**config.mk**
```make
export PLATFORM = sky130hd
export DESIGN_NAME = ild_len_decoder
export DESIGN_NICKNAME = d
export VERILOG_FILES = /design/src/rtl/ild_pkg.sv /design/src/rtl/ild_byte_sel.sv /design/src/rtl/ild_opc_table.sv /design/src/rtl/ild_addr_dec.sv /design/src/rtl/ild_len_decoder.sv
export SDC_FILE = /design/constraint.sdc
export NUM_CORES = 1
export LEC_CHECK = 0
export CORE_ASPECT_RATIO = 1.5
export CORE_UTILIZATION = 28
export DETAILED_ROUTE_END_ITERATION = 7
export SYNTH_ARGS = -nofsm -noshare
export SYNTH_HDL_FRONTEND = slang
export SYNTH_SLANG_ARGS = --single-unit
```
**constraint.sdc**
```tcl
create_clock -name clk -period 3.9 [get_ports clk]
set_input_delay 0.39 -clock clk [delete_from_list [all_inputs] [get_ports clk]]
set_output_delay 0.39 -clock clk [all_outputs]
set_load 0.05 [all_outputs]
```
**src/rtl/ild_pkg.sv**
```systemverilog
package ild_pkg;

    typedef enum logic [2:0] {
        ST_IDLE,
        ST_PFX,
        ST_OPC,
        ST_ESC,
        ST_MODRM,
        ST_SIB,
        ST_FIN,
        ST_DONE
    } walk_state_e;

    typedef enum logic [1:0] {
        IMM_NONE,
        IMM_B,
        IMM_W,
        IMM_Z
    } imm_kind_e;

    typedef struct packed {
        logic      modrm;
        imm_kind_e imm;
        logic      fp;
        logic      grp3;
    } opc_attr_t;

    localparam logic [7:0] ESC_BYTE = 8'h0F;
    localparam logic [7:0] OPSZ_PFX = 8'h66;

    function automatic logic is_legacy_pfx(input logic [7:0] b);
        case (b)
            8'h26, 8'h2E, 8'h36, 8'h3E, 8'h64, 8'h65,
            8'h66, 8'h67, 8'hF0, 8'hF2, 8'hF3: return 1'b1;
            default:                           return 1'b0;
        endcase
    endfunction

    function automatic logic is_ext_pfx(input logic [7:0] b);
        return b[7:4] == 4'h4;
    endfunction

    function automatic logic [2:0] imm_bytes(input imm_kind_e k, input logic opsz);
        logic [2:0] n;
        unique case (k)
            IMM_NONE: n = 3'd0;
            IMM_B:    n = 3'd1;
            IMM_W:    n = 3'd2;
            IMM_Z:    n = opsz ? 3'd2 : 3'd4;
        endcase
        return n;
    endfunction

endpackage

```
**src/rtl/ild_byte_sel.sv**
```systemverilog
module ild_byte_sel #(
    parameter int WIN_BYTES = 16,
    localparam int IDX_W    = $clog2(WIN_BYTES)
) (
    input  logic [WIN_BYTES*8-1:0] win,
    input  logic [IDX_W-1:0]       idx,
    output logic [7:0]             byte_o
);

    logic [7:0] lane [WIN_BYTES];

    for (genvar g = 0; g < WIN_BYTES; g++) begin : g_lane
        assign lane[g] = win[g*8 +: 8];
    end

    assign byte_o = lane[idx];

endmodule

```
**src/rtl/ild_opc_table.sv**
```systemverilog
module ild_opc_table
    import ild_pkg::*;
(
    input  logic [7:0] opc,
    input  logic       two_byte,
    output opc_attr_t  attr
);

    always_comb begin
        attr.modrm = 1'b0;
        attr.imm   = IMM_NONE;
        attr.fp    = 1'b0;
        attr.grp3  = 1'b0;

        if (two_byte) begin
            if (opc[7:4] == 4'h8) begin
                attr.imm = IMM_Z;
            end else if (opc == 8'h05 || opc == 8'h0B || opc == 8'h31 || opc == 8'hA2) begin
                attr.modrm = 1'b0;
            end else begin
                attr.modrm = 1'b1;
                if (opc == 8'hBA || opc[7:2] == 6'b011100) attr.imm = IMM_B;
            end
        end else if (opc < 8'h40) begin
            unique case (opc[2:0])
                3'd0, 3'd1, 3'd2, 3'd3: attr.modrm = 1'b1;
                3'd4:                   attr.imm   = IMM_B;
                3'd5:                   attr.imm   = IMM_Z;
                default:                attr.imm   = IMM_NONE;
            endcase
        end else begin
            case (opc)
                8'h68, 8'hA9, 8'hE8, 8'hE9:         attr.imm = IMM_Z;
                8'h6A, 8'hA8, 8'hCD, 8'hEB:         attr.imm = IMM_B;
                8'hC2:                              attr.imm = IMM_W;
                8'h69, 8'h81, 8'hC7: begin
                    attr.modrm = 1'b1;
                    attr.imm   = IMM_Z;
                end
                8'h6B, 8'h80, 8'h83, 8'hC0, 8'hC1, 8'hC6: begin
                    attr.modrm = 1'b1;
                    attr.imm   = IMM_B;
                end
                8'hD0, 8'hD1, 8'hD2, 8'hD3, 8'hFE, 8'hFF: attr.modrm = 1'b1;
                8'hF6: begin
                    attr.modrm = 1'b1;
                    attr.grp3  = 1'b1;
                    attr.imm   = IMM_B;
                end
                8'hF7: begin
                    attr.modrm = 1'b1;
                    attr.grp3  = 1'b1;
                    attr.imm   = IMM_Z;
                end
                default: begin
                    if (opc[7:4] == 4'h7) begin
                        attr.imm = IMM_B;
                    end else if (opc >= 8'h84 && opc <= 8'h8F) begin
                        attr.modrm = 1'b1;
                    end else if (opc[7:3] == 5'b10110) begin
                        attr.imm = IMM_B;
                    end else if (opc[7:3] == 5'b10111) begin
                        attr.imm = IMM_Z;
                    end else if (opc[7:3] == 5'b11011) begin
                        attr.modrm = 1'b1;
                        attr.fp    = 1'b1;
                    end
                end
            endcase
        end
    end

endmodule

```
**src/rtl/ild_addr_dec.sv**
```systemverilog
module ild_addr_dec (
    input  logic [1:0] mod_f,
    input  logic [2:0] rm_f,
    input  logic [1:0] mod_held,
    input  logic [2:0] base_f,
    output logic       need_sib,
    output logic [2:0] disp_modrm,
    output logic       base_disp4
);

    localparam logic [2:0] RM_SIB  = 3'd4;
    localparam logic [2:0] RM_ABS  = 3'd5;
    localparam logic [1:0] MOD_REG = 2'b11;

    always_comb begin
        need_sib = (mod_f != MOD_REG) && (rm_f == RM_SIB);
        unique case (mod_f)
            2'b00:   disp_modrm = (rm_f == RM_ABS) ? 3'd4 : 3'd0;
            2'b01:   disp_modrm = 3'd1;
            2'b10:   disp_modrm = 3'd4;
            default: disp_modrm = 3'd0;
        endcase
        base_disp4 = (mod_held == 2'b00) && (base_f == RM_ABS);
    end

endmodule

```
**src/rtl/ild_len_decoder.sv**
```systemverilog
module ild_len_decoder
    import ild_pkg::*;
#(
    parameter int WIN_BYTES = 16,
    parameter int MAX_LEN   = 15,
    localparam int IDX_W    = $clog2(WIN_BYTES),
    localparam int POS_W    = IDX_W + 1,
    localparam int LEN_W    = $clog2(MAX_LEN + 1)
) (
    input  logic                   clk,
    input  logic                   rst_n,
    input  logic                   start,
    input  logic [WIN_BYTES*8-1:0] window,
    output logic                   busy,
    output logic                   done,
    output logic [LEN_W-1:0]       length,
    output logic                   too_long,
    output logic                   has_modrm,
    output logic                   has_sib,
    output logic                   two_byte,
    output logic                   is_fp,
    output logic                   rex_w,
    output logic [2:0]             rex_rxb,
    output logic [2:0]             disp_size,
    output logic [2:0]             imm_size,
    output logic [LEN_W-1:0]       opc_off,
    output logic [LEN_W-1:0]       modrm_off,
    output logic [LEN_W-1:0]       sib_off,
    output logic [LEN_W-1:0]       disp_off,
    output logic [LEN_W-1:0]       imm_off
);

    walk_state_e            state_q, state_d;
    logic [WIN_BYTES*8-1:0] win_q;
    logic [POS_W-1:0]       pos_q;
    logic                   opsz_q, rexw_q, two_q, fp_q, grp3_q, ovf_q;
    logic                   mrm_q, sib_q, tl_q;
    logic [2:0]             rxb_q, disp_q, imm_q;
    imm_kind_e              immk_q;
    logic [1:0]             mod_q;
    logic [LEN_W-1:0]       opc_off_q, mrm_off_q, sib_off_q, disp_off_q, imm_off_q, len_q;

    logic [7:0]   cur;
    opc_attr_t    attr;
    logic         need_sib, base_disp4;
    logic [2:0]   disp_modrm, immb;
    logic [POS_W:0] total;
    logic         past_end;

    ild_byte_sel #(.WIN_BYTES(WIN_BYTES)) u_sel (
        .win    (win_q),
        .idx    (pos_q[IDX_W-1:0]),
        .byte_o (cur)
    );

    ild_opc_table u_tab (
        .opc      (cur),
        .two_byte (state_q == ST_ESC),
        .attr     (attr)
    );

    ild_addr_dec u_addr (
        .mod_f      (cur[7:6]),
        .rm_f       (cur[2:0]),
        .mod_held   (mod_q),
        .base_f     (cur[2:0]),
        .need_sib   (need_sib),
        .disp_modrm (disp_modrm),
        .base_disp4 (base_disp4)
    );

    assign past_end = pos_q[IDX_W];
    assign immb     = imm_bytes(immk_q, opsz_q);
    assign total    = (POS_W+1)'(pos_q) + (POS_W+1)'(disp_q) + (POS_W+1)'(immb);

    // state register
    always_ff @(posedge clk or negedge rst_n) begin
        if (!rst_n) state_q <= ST_IDLE;
        else        state_q <= state_d;
    end

    // transitions
    always_comb begin
        state_d = state_q;
        unique case (state_q)
            ST_IDLE:  if (start) state_d = ST_PFX;
            ST_PFX: begin
                if (past_end)                 state_d = ST_FIN;
                else if (!is_legacy_pfx(cur)) state_d = ST_OPC;
            end
            ST_OPC: begin
                if (past_end)              state_d = ST_FIN;
                else if (cur == ESC_BYTE)  state_d = ST_ESC;
                else if (attr.modrm)       state_d = ST_MODRM;
                else                       state_d = ST_FIN;
            end
            ST_ESC: begin
                if (past_end)         state_d = ST_FIN;
                else if (attr.modrm)  state_d = ST_MODRM;
                else                  state_d = ST_FIN;
            end
            ST_MODRM: begin
                if (!past_end && need_sib) state_d = ST_SIB;
                else                       state_d = ST_FIN;
            end
            ST_SIB:  state_d = ST_FIN;
            ST_FIN:  state_d = ST_DONE;
            ST_DONE: state_d = ST_IDLE;
        endcase
    end

    // walk datapath
    always_ff @(posedge clk or negedge rst_n) begin
        if (!rst_n) begin
            win_q      <= '0;
            pos_q      <= '0;
            opsz_q     <= 1'b0;
            rexw_q     <= 1'b0;
            rxb_q      <= '0;
            two_q      <= 1'b0;
            fp_q       <= 1'b0;
            grp3_q     <= 1'b0;
            ovf_q      <= 1'b0;
            mrm_q      <= 1'b0;
            sib_q      <= 1'b0;
            immk_q     <= IMM_NONE;
            disp_q     <= '0;
            mod_q      <= '0;
            opc_off_q  <= '0;
            mrm_off_q  <= '0;
            sib_off_q  <= '0;
            disp_off_q <= '0;
            imm_off_q  <= '0;
            imm_q      <= '0;
            len_q      <= '0;
            tl_q       <= 1'b0;
        end else begin
            unique case (state_q)
                ST_IDLE: begin
                    if (start) begin
                        win_q     <= window;
                        pos_q     <= '0;
                        opsz_q    <= 1'b0;
                        rexw_q    <= 1'b0;
                        rxb_q     <= '0;
                        two_q     <= 1'b0;
                        fp_q      <= 1'b0;
                        grp3_q    <= 1'b0;
                        ovf_q     <= 1'b0;
                        mrm_q     <= 1'b0;
                        sib_q     <= 1'b0;
                        immk_q    <= IMM_NONE;
                        disp_q    <= '0;
                        mod_q     <= '0;
                        opc_off_q <= '0;
                        mrm_off_q <= '0;
                        sib_off_q <= '0;
                    end
                end
                ST_PFX: begin
                    if (past_end) begin
                        ovf_q <= 1'b1;
                    end else if (is_legacy_pfx(cur)) begin
                        pos_q <= pos_q + 1'b1;
                        if (cur == OPSZ_PFX) opsz_q <= 1'b1;
                    end else if (is_ext_pfx(cur)) begin
                        pos_q  <= pos_q + 1'b1;
                        rexw_q <= cur[3];
                        rxb_q  <= cur[2:0];
                    end
                end
                ST_OPC: begin
                    if (past_end) begin
                        ovf_q <= 1'b1;
                    end else begin
                        opc_off_q <= LEN_W'(pos_q);
                        pos_q     <= pos_q + 1'b1;
                        if (cur == ESC_BYTE) begin
                            two_q <= 1'b1;
                        end else begin
                            mrm_q  <= attr.modrm;
                            immk_q <= attr.imm;
                            fp_q   <= attr.fp;
                            grp3_q <= attr.grp3;
                        end
                    end
                end
                ST_ESC: begin
                    if (past_end) begin
                        ovf_q <= 1'b1;
                    end else begin
                        pos_q  <= pos_q + 1'b1;
                        mrm_q  <= attr.modrm;
                        immk_q <= attr.imm;
                    end
                end
                ST_MODRM: begin
                    if (past_end) begin
                        ovf_q <= 1'b1;
                    end else begin
                        mrm_off_q <= LEN_W'(pos_q);
                        pos_q     <= pos_q + 1'b1;
                        mod_q     <= cur[7:6];
                        disp_q    <= disp_modrm;
                        if (grp3_q && cur[5:4] != 2'b00) immk_q <= IMM_NONE;
                    end
                end
                ST_SIB: begin
                    if (past_end) begin
                        ovf_q <= 1'b1;
                    end else begin
                        sib_q     <= 1'b1;
                        sib_off_q <= LEN_W'(pos_q);
                        pos_q     <= pos_q + 1'b1;
                        if (base_disp4) disp_q <= 3'd4;
                    end
                end
                ST_FIN: begin
                    tl_q       <= ovf_q || (total > (POS_W+1)'(MAX_LEN));
                    len_q      <= (ovf_q || (total > (POS_W+1)'(MAX_LEN))) ? '0 : LEN_W'(total);
                    disp_off_q <= LEN_W'(pos_q);
                    imm_off_q  <= LEN_W'(pos_q + POS_W'(disp_q));
                    imm_q      <= immb;
                end
                ST_DONE: begin
                    tl_q <= tl_q;
                end
            endcase
        end
    end

    // outputs
    always_comb begin
        busy      = (state_q != ST_IDLE);
        done      = (state_q == ST_DONE);
        length    = len_q;
        too_long  = tl_q;
        has_modrm = mrm_q;
        has_sib   = sib_q;
        two_byte  = two_q;
        is_fp     = fp_q;
        rex_w     = rexw_q;
        rex_rxb   = rxb_q;
        disp_size = disp_q;
        imm_size  = imm_q;
        opc_off   = opc_off_q;
        modrm_off = mrm_off_q;
        sib_off   = sib_off_q;
        disp_off  = disp_off_q;
        imm_off   = imm_off_q;
    end


    done_pulse_chk: assert property (@(posedge clk) disable iff (!rst_n)
        done |=> !done);


    start_to_busy_chk: assert property (@(posedge clk) disable iff (!rst_n)
        $rose(busy) |-> $past(start));


    sib_needs_modrm_chk: assert property (@(posedge clk) disable iff (!rst_n)
        (done && has_sib) |-> has_modrm);


    error_zero_len_chk: assert property (@(posedge clk) disable iff (!rst_n)
        (done && too_long) |-> (length == '0));


    min_len_chk: assert property (@(posedge clk) disable iff (!rst_n)
        (done && !too_long) |-> (length != '0));


    imm_at_tail_chk: assert property (@(posedge clk) disable iff (!rst_n)
        (done && !too_long) |-> (imm_off + LEN_W'(imm_size) == length));


    modrm_after_opc_chk: assert property (@(posedge clk) disable iff (!rst_n)
        (done && !too_long && has_modrm) |-> (modrm_off == opc_off + 1'b1 + LEN_W'(two_byte)));


    disp_legal_chk: assert property (@(posedge clk) disable iff (!rst_n)
        done |-> (disp_size == 3'd0 || disp_size == 3'd1 || disp_size == 3'd4));

endmodule

```
; Yosys cells after proc, flatten, opt, wreduce, memory -nomap -nowiden
; Cells that the tools add are included.
[totals]
wordCells = 273
mem_bits_ro = 0
input_bits = 131
out_inout_bits = 41
latch_bits = 0
ff_bits = 182
ramBits = 0
memories = 0
[op_classes]
shifts = 0
bitwise = 1
div = 0
n_lt_le_gt_ge = 5
mul = 0
add_sub_neg = 4
eq_ne = 86
mux = 100
reduce_logical = 53
[ops]
columns = operator, count
row1 = "8-bit == test, second input constant", 27
row2 = "8-bit by 7-bit == test with 1-bit output, second input constant", 8
row3 = 3-bit two-way mux, 17
row4 = "8-bit by 6-bit == test with 1-bit output, second input constant", 5
row5 = 1-bit two-way mux, 34
row6 = 8-bit binary-select mux with 4-bit select, 1
row7 = 2-bit two-way mux, 16
row8 = "2-bit inequality test, second input constant", 16
row9 = 26-bit OR reduction, 1
row10 = 5-bit two-way mux, 5
row11 = 5-bit AND reduction, 5
row12 = 3-bit case mux with 8 select lines, 1
row13 = 4-bit case mux with 2 select lines, 3
row14 = 11-bit OR reduction, 2
row15 = "3-bit == test, second input constant", 6
row16 = 3-bit case mux with 3 select lines, 2
row17 = 17-bit OR reduction, 1
row18 = "8-bit by 4-bit == test with 1-bit output, second input constant", 2
row19 = 8-bit two-way mux, 2
row20 = 1-bit case mux with 2 select lines, 8
row21 = 2-bit case mux with 4 select lines, 2
row22 = "5-bit == test, second input constant", 3
row23 = 5-bit case mux with 3 select lines, 1
row24 = "3-bit by 2-bit == test with 1-bit output, second input constant", 4
row25 = other kinds (42), 77

; Logic depth before layout (Yosys ltp)
; Gate-level depths: netlist (run 1).
[logic_depth]
depth_word = 17
depth_mapped = 12
depth_no_buf = 10

; By module
; A second synthesis (run 1) with hierarchy kept.
[hier_totals]
hier_cells = 1004
hier_area_um2 = 9421.5
[by_module_without_submodules]
columns = mod, seq_area_each_um2, area_per_inst_um2, instances, cells_per_inst
row1 = ild_len_decoder, 4554.4, 7714.9, 1, 836
row2 = ild_byte_sel, 0.0, 1033.5, 1, 70
row3 = ild_opc_table, 0.0, 606.8, 1, 88
row4 = ild_addr_dec, 0.0, 66.3, 1, 10

; Worst setup path before layout (run 1)
; Ideal clock, no wire load.
[synth_path]
path_kind = register to register
start = reg pos_q[0]
end = reg fp_q (netlist: is_fp)
stages_incl_launch_ff = 11
required_time_ps = 3775
arrival_ps = 2741
slack_ps = 1034
setup_time_ps = 125
n_path_buf = 3
synth_period_minus_slack_ps = 2866
path_cell_list = dfrtp_1 > buf_6 > buf_12 > buf_8 > mux4_2 > nand3_1 > nand4_2 > nor4_1 > nand3_1 > a21oi_2 > mux2_2
[synth_between]
elab_chain_cells = 16
word_cells_on_any_way = 53
classes_between = order compare (3) / eq/ne (32) / mux (14) / bitwise (1) / reduce/logical (3)
[synth_rtl]
columns = item, line_no
row1 = start: declaration, ild_len_decoder.sv:35  ; logic [POS_W-1:0] pos_q;
row2 = start signal: assignment, ild_len_decoder.sv:164  ; pos_q <= pos_q + 1'b1;
row3 = start signal: assignment, ild_len_decoder.sv:167  ; pos_q <= pos_q + 1'b1;
row4 = start signal: assignment, ild_len_decoder.sv:177  ; pos_q <= pos_q + 1'b1;
row5 = 4-bit inverter with 5-bit output (not written as such) *, ild_byte_sel.sv:16  ; assign byte_o = lane[idx];
row6 = 8-bit binary-select mux with 4-bit select *, ild_byte_sel.sv:16
row7 = 8-bit two-way mux (not written as such) * (2 in a row), ild_byte_sel.sv:16
row8 = branches (longest 12 deep; another with 8-bit >= comparator), --
row9 = end signal: assignment, ild_len_decoder.sv:183  ; fp_q <= attr.fp;
row10 = end: declaration, ild_len_decoder.sv:36  ; logic opsz_q, rexw_q, two_q, fp_q, grp3_q, ovf_q;
; Every way passes the cells marked *. The select of a mux whose other input is x is not followed.
; A chain may end at the register's enable or synchronous reset.

; Worst setup path after layout (run 1)
[layout_path]
start = reg pos_q[0]
end = reg immk_q[0]
[layout_between]
elab_chain_cells = 15
word_cells_on_any_way = 74
classes_between = order compare (3) / eq/ne (41) / mux (18) / bitwise (1) / reduce/logical (11)
[layout_rtl]
columns = item, line_no
row1 = 4-bit inverter with 5-bit output (not written as such) *, ild_byte_sel.sv:16
row2 = 8-bit binary-select mux with 4-bit select *, ild_byte_sel.sv:16
row3 = 8-bit two-way mux (not written as such) * (2 in a row), ild_byte_sel.sv:16
row4 = branches (longest 11 deep; another with 8-bit >= comparator), --
row5 = end signal: assignment, ild_len_decoder.sv:182  ; immk_q <= attr.imm;
row6 = end signal: assignment, ild_len_decoder.sv:194  ; immk_q <= attr.imm;
row7 = end: declaration, ild_len_decoder.sv:39  ; imm_kind_e immk_q;
; Marked as above.

==> metrics.md, run 1 <==
| Metric | Value |
|---|---|
| Synthesized instance count | `1039` |
| Area share of the largest cell type after synthesis | `48.1%` |
| Fmax | `0.290 GHz` |
| Fin Setup TNS | `0 ns` |
| Max-cap violations | `0` |
| Clock insertion delay at the later pin of the skew report | `0.44 ns` |
| Status | `complete, no violations` |
| Num CTS Buffers | `17` |
| Post-DP HPWL | `22800 um` |
| Slew margin rel. | `41.2%` |
| Leakage dissipation | `5.59 nW` |
| Largest net degree at the start of global routing | `133` |
| Synth Warn # | `0` |
| Die height | `227 um` |
| I/O Buffers | `170` |
| Mapped Nets | `1182` |
| Crit Path Class | `reg -> reg` |
| Fill cells | `3367` |
| Vias per cell | `4.93` |
| Top FF cell, synth | `dfrtp_1` |
| Diodes inserted | `0` |
| DR WL/cell | `18.4 um` |
| M2 GR Usage | `33.9%` |
| Initial core utilization | `28.7%` |
| H-tree levels | `4` |
| Ys async rst share | `100%` |
| Fraction of final layout cells sized beyond drive strength 1 | `10.3%` |
| CP max stage cell | `dfrtp_4` |
| Die width | `152 um` |
| TritonCTS clock tree | `built` |
| Sink Count | `181` |
| Max-slew violations | `0` |
| Crit-path max FO | `26` |
| Min Tclk post-route | `3.45 ns` |
| Vias in the first global route | `8330` |
| DR DRC count | `0` |
| Seq/Total Area, Yosys | `48.1%` |
| WP data required | `4.27 ns` |
| Total number of vias | `8004` |
| Power Density | `921 nW/um^2` |
| Clk buf depth | `2` |
| CP Capture Type | `flip-flop` |
| Rows | `81` |
| Endpoints failing setup | `0` |
| Total core area | `32800 um^2` |
| Synth cell types | `80` |
| Crit path arrival time | `3.82 ns` |
| Starting DRC count in detailed routing | `427` |
| Placed Area | `11600 um^2` |
| Initial antenna violation count | `0` |
| GRT met1 Usage | `20.6%` |
| Reg2Reg Depth | `9` |
| Number of top-level pins | `172` |
| Nets | `1338` |
| FF-to-FF setup slack | `0.45 ns` |
| CTS root buf | `clkbuf_16` |
| Clock skew | `0.0111 ns` |
| Largest area contributor in the netlist | `dfrtp_1` |
| First-pass GRT wire length | `46700 um` |
| Global routing's busiest layer | `met2` |
| # Post-CTS Setup Buffers | `0` |
| Routability cong. | `0.900` |
| ANT nets after route | `0` |
| R2R Path End | `immk_q[0]` |
| Max rail drop VDD | `0.323 mV` |
| Avg Inst Size Synth | `9.06 um^2` |
| Fin crit share | `88.4%` |
| Final instance area | `12100 um^2` |
| Final WL | `29900 um` |
| GR Overflow Total | `0` |
| Final hold viol count | `0` |
| Worst hold start | `window[117]` |
| Crit-path cells | `buf_4, mux4_1, nand3_1, and4_1, nand2_1, nor4_1, a311oi_1, nand4_1, a32o_1` |
| Reg clk slew, reported paths | `0.07 ns` |
| Synth Cell Area | `9420 um^2` |
| Yosys reg bits | `181` |
| Delay of the slowest critical-path stage | `0.75 ns` |
| WHS Endpoint | `win_q[117]` |
| GRT Util Overall | `18.2%` |
| First-pass detailed-route iteration total | `7` |
| Pwr Total | `11.2 mW` |
| EDFF count, synth | `0` |
| WHS Path Cells | `3` |
| Layout area overhead | `28.9%` |
| Tightest Pin Transition | `0.876 ns` |
| Die area | `34400 um^2` |
| M3 GR Usage | `2.37%` |
| Hold WC Path Type | `in -> reg` |
| Crit start category | `flip-flop` |
| Dominant cells by area after synthesis | `dfrtp_1 (48%), nand2_1 (19%), mux4_2 (5.3%)` |
| FF-to-FF Start | `pos_q[0]` |
| RSZ-0062 raised after global routing | `no` |
-- cells in the mapped netlist, types with 4 or more instances --
master,count
mux2i_1,18
a31oi_1,8
mux4_2,22
buf_2,9
nor2_1,36
nor2b_1,9
a21o_1,6
a21oi_1,21
nand2b_1,5
o21ai_0,16
inv_1,12
and2_1,5
clkbuf_1,39
o31ai_1,8
nand4_1,12
nor3_1,11
dfrtp_1,181
nand2_1,468
ha_1,9
and4_1,4
nand3_1,17
a22o_1,11
mux2_2,4
nor4_1,4
buf_4,5
and3_1,4
-- logic make-up (layout without fill, tap and decap cells) --
kind of cell               Yosys count  after routing  share of synthesized area [%]
DFF                                181            181                           48.1
xor gates and xnor gates             3              3                          0.279
other                                1              1                         0.0398
adders and majority gates           12             12                           1.83
muxes                               47             47                           8.49
buffers and inverters               76            245                           4.17
AOI/OAI and AO/OA                  121            121                           10.2
and+or+nand+nor                    598            598                           26.9
-- cell type report --
class,count,area [um^2],area share [%]
repair buffers,200,1970,16.2
clock inverters,13,118,0.969
clock buffers,19,433,3.57
inverters,13,48.8,0.402
flip-flops and latches,181,4530,37.4
well taps,415,519,4.28
multi-input cells,782,4520,37.2
-- placed cells by master (no fill, tap or decap), drive strengths merged, types with 11 or more instances in the layout --
cell type        n
a21oi           24
buf             29
o21ai           18
mux2i           18
inv             18
clkdlybuf4s50  169
a22o            11
nand4           15
nor3            14
clkbuf          20
dfrtp          181
nand2          469
nand3           17
mux4            25
nor2            39
-- what timing repair did --
action	CTS	global route
endpoints found under the setup margin	0	0
resized for setup	0	0
endpoints found under the hold margin	58	0
hold buffers	1	0
-- critical path, delay by kind of cell, from the launching register on --
kind / cells / cell delay (ns)
flops: 1 / 0.75
simple gates: 5 / 1.50
mux: 1 / 0.55
compound gates: 2 / 0.28
buf+inv: 1 / 0.27
-- metrics by stage --
| step | instances | worst slack [ns] | util (%) | hold WS (ns) |
|---|---|---|---|---|
| 2_1_floorplan | 1039 | 1.03 | - | 0.0944 |
| 3_3_place_gp | 1590 | 0.433 | 35.3 | 0.406 |
| 3_5_place_dp | 1590 | 0.456 | 35.3 | 0.413 |
| 4_1_cts | 1623 | 0.430 | 37.0 | 0.452 |
| 5_1_grt | 1623 | 0.249 | 37.0 | 0.463 |
| 6_report | 1623 | 0.451 | 37.0 | 0.472 |
-- metal layers --
layer / up-vias / wire length (um)
met3: 44 / 907
met1: 3911 / 11700
met2: 228 / 16500
li1: 3821 / -
met4: 0 / 869
met5: - / 0
-- registers in the layout, summed over array words and instances, names as in the netlist, 2 cells and up --
signal / count
disp_off: 4
length: 4
immk_q: 2
opc_off: 4
mod_q: 2
sib_off: 4
state_q: 3
imm_size: 3
disp_size: 2
win_q: 128
imm_off: 4
pos_q: 5
rex_rxb: 3
modrm_off: 4
-- how the worst max path moves through the flow --
| stage | endpoint | slack, ns | startpoint | cells after the start |
|---|---|---|---|---|
| global placement | immk_q[1] | 0.43 | pos_q[0] | 9 |
| floorplan | is_fp | 1.03 | pos_q[0] | 10 |
| finish | immk_q[0] | 0.45 | pos_q[0] | 9 |
| detailed placement | rex_rxb[2] | 0.46 | pos_q[0] | 9 |
| global route | immk_q[1] | 0.25 | pos_q[0] | 9 |
| CTS | rex_rxb[2] | 0.43 | pos_q[0] | 9 |
-- power breakdown --
| part | switching (mW) | total [mW] | leakage [nW] | internal (mW) |
|---|---|---|---|---|
| Clock | 0.804 | 1.64 | 0.264 | 0.837 |
| Combinational | 3.83 | 6.16 | 3.05 | 2.33 |
| Sequential | 0.676 | 3.38 | 2.28 | 2.71 |
Note: power is estimated with default switching activity, not from simulation.
==> run 2, diff against run 1 <==
--- a/config.mk
+++ b/config.mk
@@ -5,6 +5,7 @@
 export SDC_FILE = /design/constraint.sdc
 export NUM_CORES = 1
 export LEC_CHECK = 0
+export ABC_AREA = 1
 export CORE_ASPECT_RATIO = 1.5
 export CORE_UTILIZATION = 28
 export DETAILED_ROUTE_END_ITERATION = 7
==> run 2 against run 1 <==
Net effect: the run now ends with DRC left; global-route usage rose by 0.90 points; die area up 0.46%; first-iteration DRC count up 38%; utilization is 0.80 points lower; area after synthesis up 0.46%; fmax up 9.1%; clock skew increased by 0.0042 ns; critical path depth grew 8; critical endpoint is now pos_q[2].
==> metrics.md, run 2 <==
| Metric | Value |
|---|---|
| Vias per cell | `4.73` |
| Mapped Nets | `1385` |
| Crit path arrival time | `3.47 ns` |
| Clock skew | `0.0153 ns` |
| Synth cell types | `44` |
| H-tree levels | `4` |
| Failing checks | `DRC` |
| Sink Count | `181` |
| Critical path depth in cells | `17` |
| Min Tclk post-route | `3.16 ns` |
| Hold WC Path Type | `in -> async` |
| Crit start category | `flip-flop` |
| First-pass detailed-route iteration total | `8` |
| Crit Path Class | `reg -> reg` |
| Yosys reg bits | `181` |
| FF-to-FF setup slack | `0.74 ns` |
| CTS root buf | `clkbuf_16` |
| Synth Cell Area | `9460 um^2` |
| Count leader, synth | `nand2_1` |
| Cts hold-fix bufs | `0` |
| Post-synth top cells | `nand2_1 (370), dfrtp_1 (181), inv_1 (165)` |
| Most common cell after layout, fill and taps aside | `nand2_1` |
| Ys async rst share | `100%` |
| Power Density | `888 nW/um^2` |
| Final WL | `32300 um` |
| Reg clk slew, reported paths | `0.08 ns` |
| Max FFs per register | `128` |
| Setup crit end | `pos_q[2]` |
| ANT nets after route | `0` |
| Area share of the largest cell type after synthesis | `47.9%` |
| Largest net degree at the start of global routing | `102` |
| GR Overflow Total | `0` |
| Total number of vias | `8578` |
| Final instance area | `12100 um^2` |
| EDFF count, synth | `0` |
| # Post-CTS Setup Buffers | `0` |
| Final hold viol count | `0` |
| Crit path from | `pos_q[2]` |
| FF-to-FF Start | `pos_q[2]` |
| Fraction of final layout cells sized beyond drive strength 1 | `6.96%` |
| GRT Util Overall | `19.1%` |
| Largest register by flop count | `win_q` |
| Top FF cell, synth | `dfrtp_1` |
| Number of top-level pins | `172` |
| Leakage dissipation | `5.59 nW` |
| Clk buf depth | `2` |
| Finished Layout Cells | `1814` |
| Avg Inst Size Synth | `7.62 um^2` |
| Clock insertion delay at the later pin of the skew report | `0.46 ns` |
| TritonCTS clock tree | `built` |
| Total core area | `33300 um^2` |
| Vias in the first global route | `8590` |
| Die height | `227 um` |
| R2R Path End | `pos_q[2]` |
| DR DRC count | `12` |
| CP Capture Type | `flip-flop` |
| Initial antenna violation count | `0` |
| Die area | `34500 um^2` |
| Gates resized, CTS repair | `0` |
| Status | `complete, but fails checks` |
| Slew margin rel. | `44.0%` |
| Routability cong. | `0.874` |
| Max-cap violations | `0` |
| Synthesized instance count | `1242` |
| Synth Warn # | `0` |
| Post-layout util | `36.2%` |
| Fin Setup TNS | `0 ns` |
| CP max stage cell | `inv_1` |
| Commonest non-fill, non-tap cells in the layout | `nand2_1 (370), dfrtp_1 (179), clkdlybuf4s50_1 (169)` |
| Num CTS Buffers | `17` |
| Endpoints failing setup | `0` |
| Max rail drop VDD | `0.405 mV` |
| First-pass GRT wire length | `49300 um` |
| Initial core utilization | `28.4%` |
| Starting DRC count in detailed routing | `591` |
| Kind of cell adding the most delay to the critical path | `simple AND/OR/NAND/NOR gates` |
| Placed Area | `11500 um^2` |
| Rows | `82` |
| Placed insts | `1782` |
| DR WL/cell | `17.8 um` |
| Dominant cells by area after synthesis | `dfrtp_1 (48%), nand2_1 (15%), o21ai_0 (7.8%)` |
| Top Registers | `win_q (128), pos_q (5)` |
| Largest area contributor in the netlist | `dfrtp_1` |
| Max-slew violations | `0` |
| RSZ-0062 raised after global routing | `no` |
| Layout area overhead | `27.5%` |
| Crit-path cells | `inv_1, buf_4, nand3_1, nand3_1, nand2_2, nor2_4, inv_1, nor2_1, nand2_1, nand3_2, nor2_4, nand2_2, nand3_2, inv_2, nand3_1, nand2_1, a21oi_1` |
| Post-DP HPWL | `23800 um` |
| Seq/Total Area, Yosys | `47.9%` |
| Diodes inserted | `0` |
| Fin crit share | `81.0%` |
| Delay of the slowest critical-path stage | `0.60 ns` |
| I/O Buffers | `170` |
| Tightest Pin Transition | `0.839 ns` |
| Crit-path max FO | `13` |
| WP data required | `4.21 ns` |
| Die width | `152 um` |
| Most frequent CP cell | `nand3_1` |
| Fmax | `0.316 GHz` |
| Reg2Reg Depth | `17` |
| Nets | `1524` |
| Bufs and invs on worst path | `4` |
-- run 2: logic make-up (layout without fill, tap and decap cells) --
| logic type | count (synthesis) | after routing | synth area share, % |
|---|---|---|---|
| other | 1 | 1 | 0.0396 |
| AO/OA/AOI/OAI | 199 | 199 | 11.5 |
| flip-flops | 181 | 181 | 47.9 |
| adder cells (fa/ha/maj) | 12 | 12 | 1.82 |
| buffers and inverters | 247 | 399 | 11.2 |
| AND/OR/NAND/NOR | 600 | 600 | 27.4 |
| XOR/XNOR | 2 | 2 | 0.185 |
-- run 2: layer usage --
layer	track usage, %	wire (um)
met2	34.9	16900
met4	12.1	1740
met1	21.2	12600
met5	0	0
met3	2.63	1080
-- run 2: cell type report --
type / count / area [um^2]
clock buffers: 19 / 433
well taps: 420 / 526
inverters: 182 / 693
fillers: 3456 / 21300
multi-input cells: 814 / 3870
repair buffers: 185 / 1860
flip-flops and latches: 181 / 4530
clock inverters: 13 / 148
-- run 2: worst min-delay path by stage --
| stage | startpoint | endpoint | slack [ns] | cells after the start |
|---|---|---|---|---|
| floorplan | rst_n | disp_off[0] | 0.09 | 0 |
| global placement | imm_size[0] | imm_size[0] | 0.46 | 2 |
| detailed placement | imm_size[0] | imm_size[0] | 0.46 | 2 |
| CTS | rst_n | modrm_off[1] | 0.07 | 1 |
| global route | rst_n | win_q[108] | 0.09 | 1 |
| finish | rst_n | win_q[108] | 0.02 | 1 |
-- run 2: where the power goes --
| group | switching, mW | total [mW] | internal [mW] |
|---|---|---|---|
| registers | 0.322 | 3.03 | 2.71 |
| clock network | 0.797 | 1.75 | 0.952 |
| logic | 4.19 | 5.92 | 1.73 |
| total | 5.31 | 10.7 | 5.39 |
-- run 2: through the flow --
| step | setup WS [ns] | power [mW] | hold slack (ns) |
|---|---|---|---|
| 2_1_floorplan | 1.63 | 7.13 | 0.0944 |
| 3_3_place_gp | 0.727 | 9.04 | 0.463 |
| 3_5_place_dp | 0.820 | 9.01 | 0.462 |
| 4_1_cts | 0.795 | 10.8 | 0.0700 |
| 5_1_grt | 0.577 | 11.5 | 0.0880 |
| 6_report | 0.739 | 10.7 | 0.0233 |
==> run 3, diff against run 2 <==
==> constraint.sdc (replaced) <==
create_clock -name clk -period 3.1 [get_ports clk]
set_input_delay 0.31 -clock clk [delete_from_list [all_inputs] [get_ports clk]]
set_output_delay 0.31 -clock clk [all_outputs]
set_load 0.05 [all_outputs]
==> run 3 against run 2 <==
Net effect: the run still ends with DRC left; design area grew 0.92%; via count up 0.36%; critical endpoint is now state_q[1]; critical path type unchanged; total power grew 26%.
==> metrics.md, run 3 (synthesis gave the netlist of run 2 again) <==
| Metric | Value |
|---|---|
| Max-cap violations | `0` |
| Hold WC Path Type | `in -> async` |
| Crit-path cells | `buf_12, nand2_1, nand3_1, nand3_1, nand3_1, nand2_2, inv_2, nand2_2, nor2_1, nand3_1, nand2_1, nor2_1, nand3_1, nand2_1, nand2_1, nand2_1, nand2_1, a21oi_1` |
| Clock skew | `0.0153 ns` |
| Initial core utilization | `28.4%` |
| DR DRC count | `12` |
| Die height | `227 um` |
| Worst hold slack | `0.407 ns` |
| GR Overflow Total | `0` |
| CTS root buf | `clkbuf_16` |
| CP Capture Type | `flip-flop` |
| Clk buf depth | `2` |
| Status | `complete, but fails checks` |
| I/O Buffers | `170` |
| Vias in the first global route | `8770` |
| Clock Power Share | `15.4%` |
| Routability cong. | `0.955` |
| TritonCTS clock tree | `built` |
| Net Sw Power | `6.73 mW` |
| Die width | `152 um` |
| Sink Count | `181` |
| WP data required | `3.43 ns` |
| Fin crit share | `93.1%` |
| Placed insts | `1790` |
| Fmax | `0.347 GHz` |
| Rows | `82` |
| P_int | `6.74 mW` |
| Power share of the sequential group | `28.4%` |
| Total core area | `33300 um^2` |
| Leakage dissipation | `5.64 nW` |
| Most frequent CP cell | `nand2_1` |
| First-pass detailed-route iteration total | `8` |
| Gates resized, CTS repair | `0` |
| GRT Util Overall | `19.1%` |
| Fin Setup TNS | `0 ns` |
| ANT nets after route | `0` |
| Starting DRC count in detailed routing | `597` |
| Max FFs per register | `128` |
| GRT met1 Usage | `21.7%` |
| Top Registers | `win_q (128), pos_q (5)` |
| Global routing's busiest layer | `met2` |
| Area of the multi-input gates | `3870 um^2` |
| CP max stage cell | `dfrtp_2` |
| Nets | `1533` |
| Max-slew violations | `0` |
| First-pass GRT wire length | `49800 um` |
| Largest register by flop count | `win_q` |
| Kind of cell adding the most delay to the critical path | `simple AND/OR/NAND/NOR gates` |
| Comb power frac | `56.2%` |
| FF+latch area | `4530 um^2` |
| Placed Area | `11600 um^2` |
| Max rail drop VDD | `0.453 mV` |
| Fraction of final layout cells sized beyond drive strength 1 | `7.56%` |
| Crit-path max FO | `53` |
| Layout area overhead | `28.6%` |
| Final hold viol count | `0` |
| Power Density | `1110 nW/um^2` |
| Endpoints failing setup | `0` |
| RSZ-0062 raised after global routing | `no` |
| Cts hold-fix bufs | `1` |
| Num CTS Buffers | `17` |
| Crit path arrival time | `3.22 ns` |
| Reg2Reg Depth | `18` |
| DR WL/cell | `17.7 um` |
| Crit Path Class | `reg -> reg` |
| Fill cells | `3421` |
| Delay of the slowest critical-path stage | `0.45 ns` |
| M3 GR Usage | `2.78%` |
| Largest net degree at the start of global routing | `77` |
| Final instance area | `12200 um^2` |
| Post-DP HPWL | `24400 um` |
| Vias per cell | `4.72` |
| Final WL | `32300 um` |
| Most common cell after layout, fill and taps aside | `nand2_1` |
| Commonest non-fill, non-tap cells in the layout | `nand2_1 (370), dfrtp_1 (179), clkdlybuf4s50_1 (169)` |
| Reg clk slew, reported paths | `0.07 ns` |
| Finished Layout Cells | `1824` |
| Number of top-level pins | `172` |
| M2 GR Usage | `34.8%` |
| Critical path depth in cells | `18` |
| Failing checks | `DRC` |
| Die area | `34500 um^2` |
| Total number of vias | `8609` |
| Initial antenna violation count | `1` |
| Clock insertion delay at the later pin of the skew report | `0.46 ns` |
| Sw Share | `50.0%` |
| Slew margin rel. | `52.4%` |
| # Post-CTS Setup Buffers | `0` |
| Crit start category | `flip-flop` |
| H-tree levels | `4` |
| Tightest Pin Transition | `0.713 ns` |
| Bufs and invs on worst path | `2` |
| Min Tclk post-route | `2.88 ns` |
-- run 3: cell types whose count changed in the layout (fill, tap and decap cells not counted) --
cell | before | now
inv_6 | 5 | 8
buf_4 | 12 | 14
bufinv_16 | 2 | 0
buf_12 | 3 | 9
clkbuf_1 | 2 | 1
inv_8 | 0 | 1
dlygate4sd3_1 | 0 | 1
clkinv_4 | 2 | 0
clkinvlp_4 | 4 | 5
diode_2 | 0 | 1
-- run 3: through the flow --
stage,total power [mW],setup WS (ns),utilization (%)
after floorplan,8.97,0.831,-
after global placement,11.5,0.198,34.8
after detailed placement,11.4,0.247,34.8
after CTS,13.6,0.241,36.5
after global routing,14.5,0.0956,36.5
final,13.5,0.215,36.5
-- run 3: area by class of cell --
type,count,share of cell area (%)
Antenna cell,1,0.0206
Clock buffer,18,3.53
Clock inverter,14,0.946
Inverter,182,5.69
Multi-Input combinational cell,814,31.8
Sequential cell,181,37.2
Tap cell,420,4.32
Timing Repair Buffer,194,16.4
-- run 3: path summary, 6_finish.rpt --
kind / start / endpoint / slack [ns]
min: rst_n / win_q[44] / 0.41
min reg2reg: imm_size[0] / imm_size[0] / 0.48
max reg2reg: pos_q[0] / state_q[1] / 0.22
max in group asynchronous: rst_n / win_q[67] / 1.86
min in group clk: window[123] / win_q[123] / 0.41
max: pos_q[0] / state_q[1] / 0.22
-- run 3: power groups by stage --
stage / Combinational (mW) / Clock (mW) / Sequential (mW)
after detailed placement: 7.57 / 0 / 3.88
after floorplan: 4.70 / 0 / 4.27
final: 7.57 / 2.08 / 3.83
after global placement: 7.62 / 0 / 3.85
after CTS: 7.61 / 2.13 / 3.83
after global routing: 8.36 / 2.20 / 3.94
-- run 3: routing by layer --
layer  vias to the layer above  wire length, um
met3                        63              999
met5                         -                0
li1                       4219                -
met4                         0             1360
met1                      4088            12800
met2                       239            17100
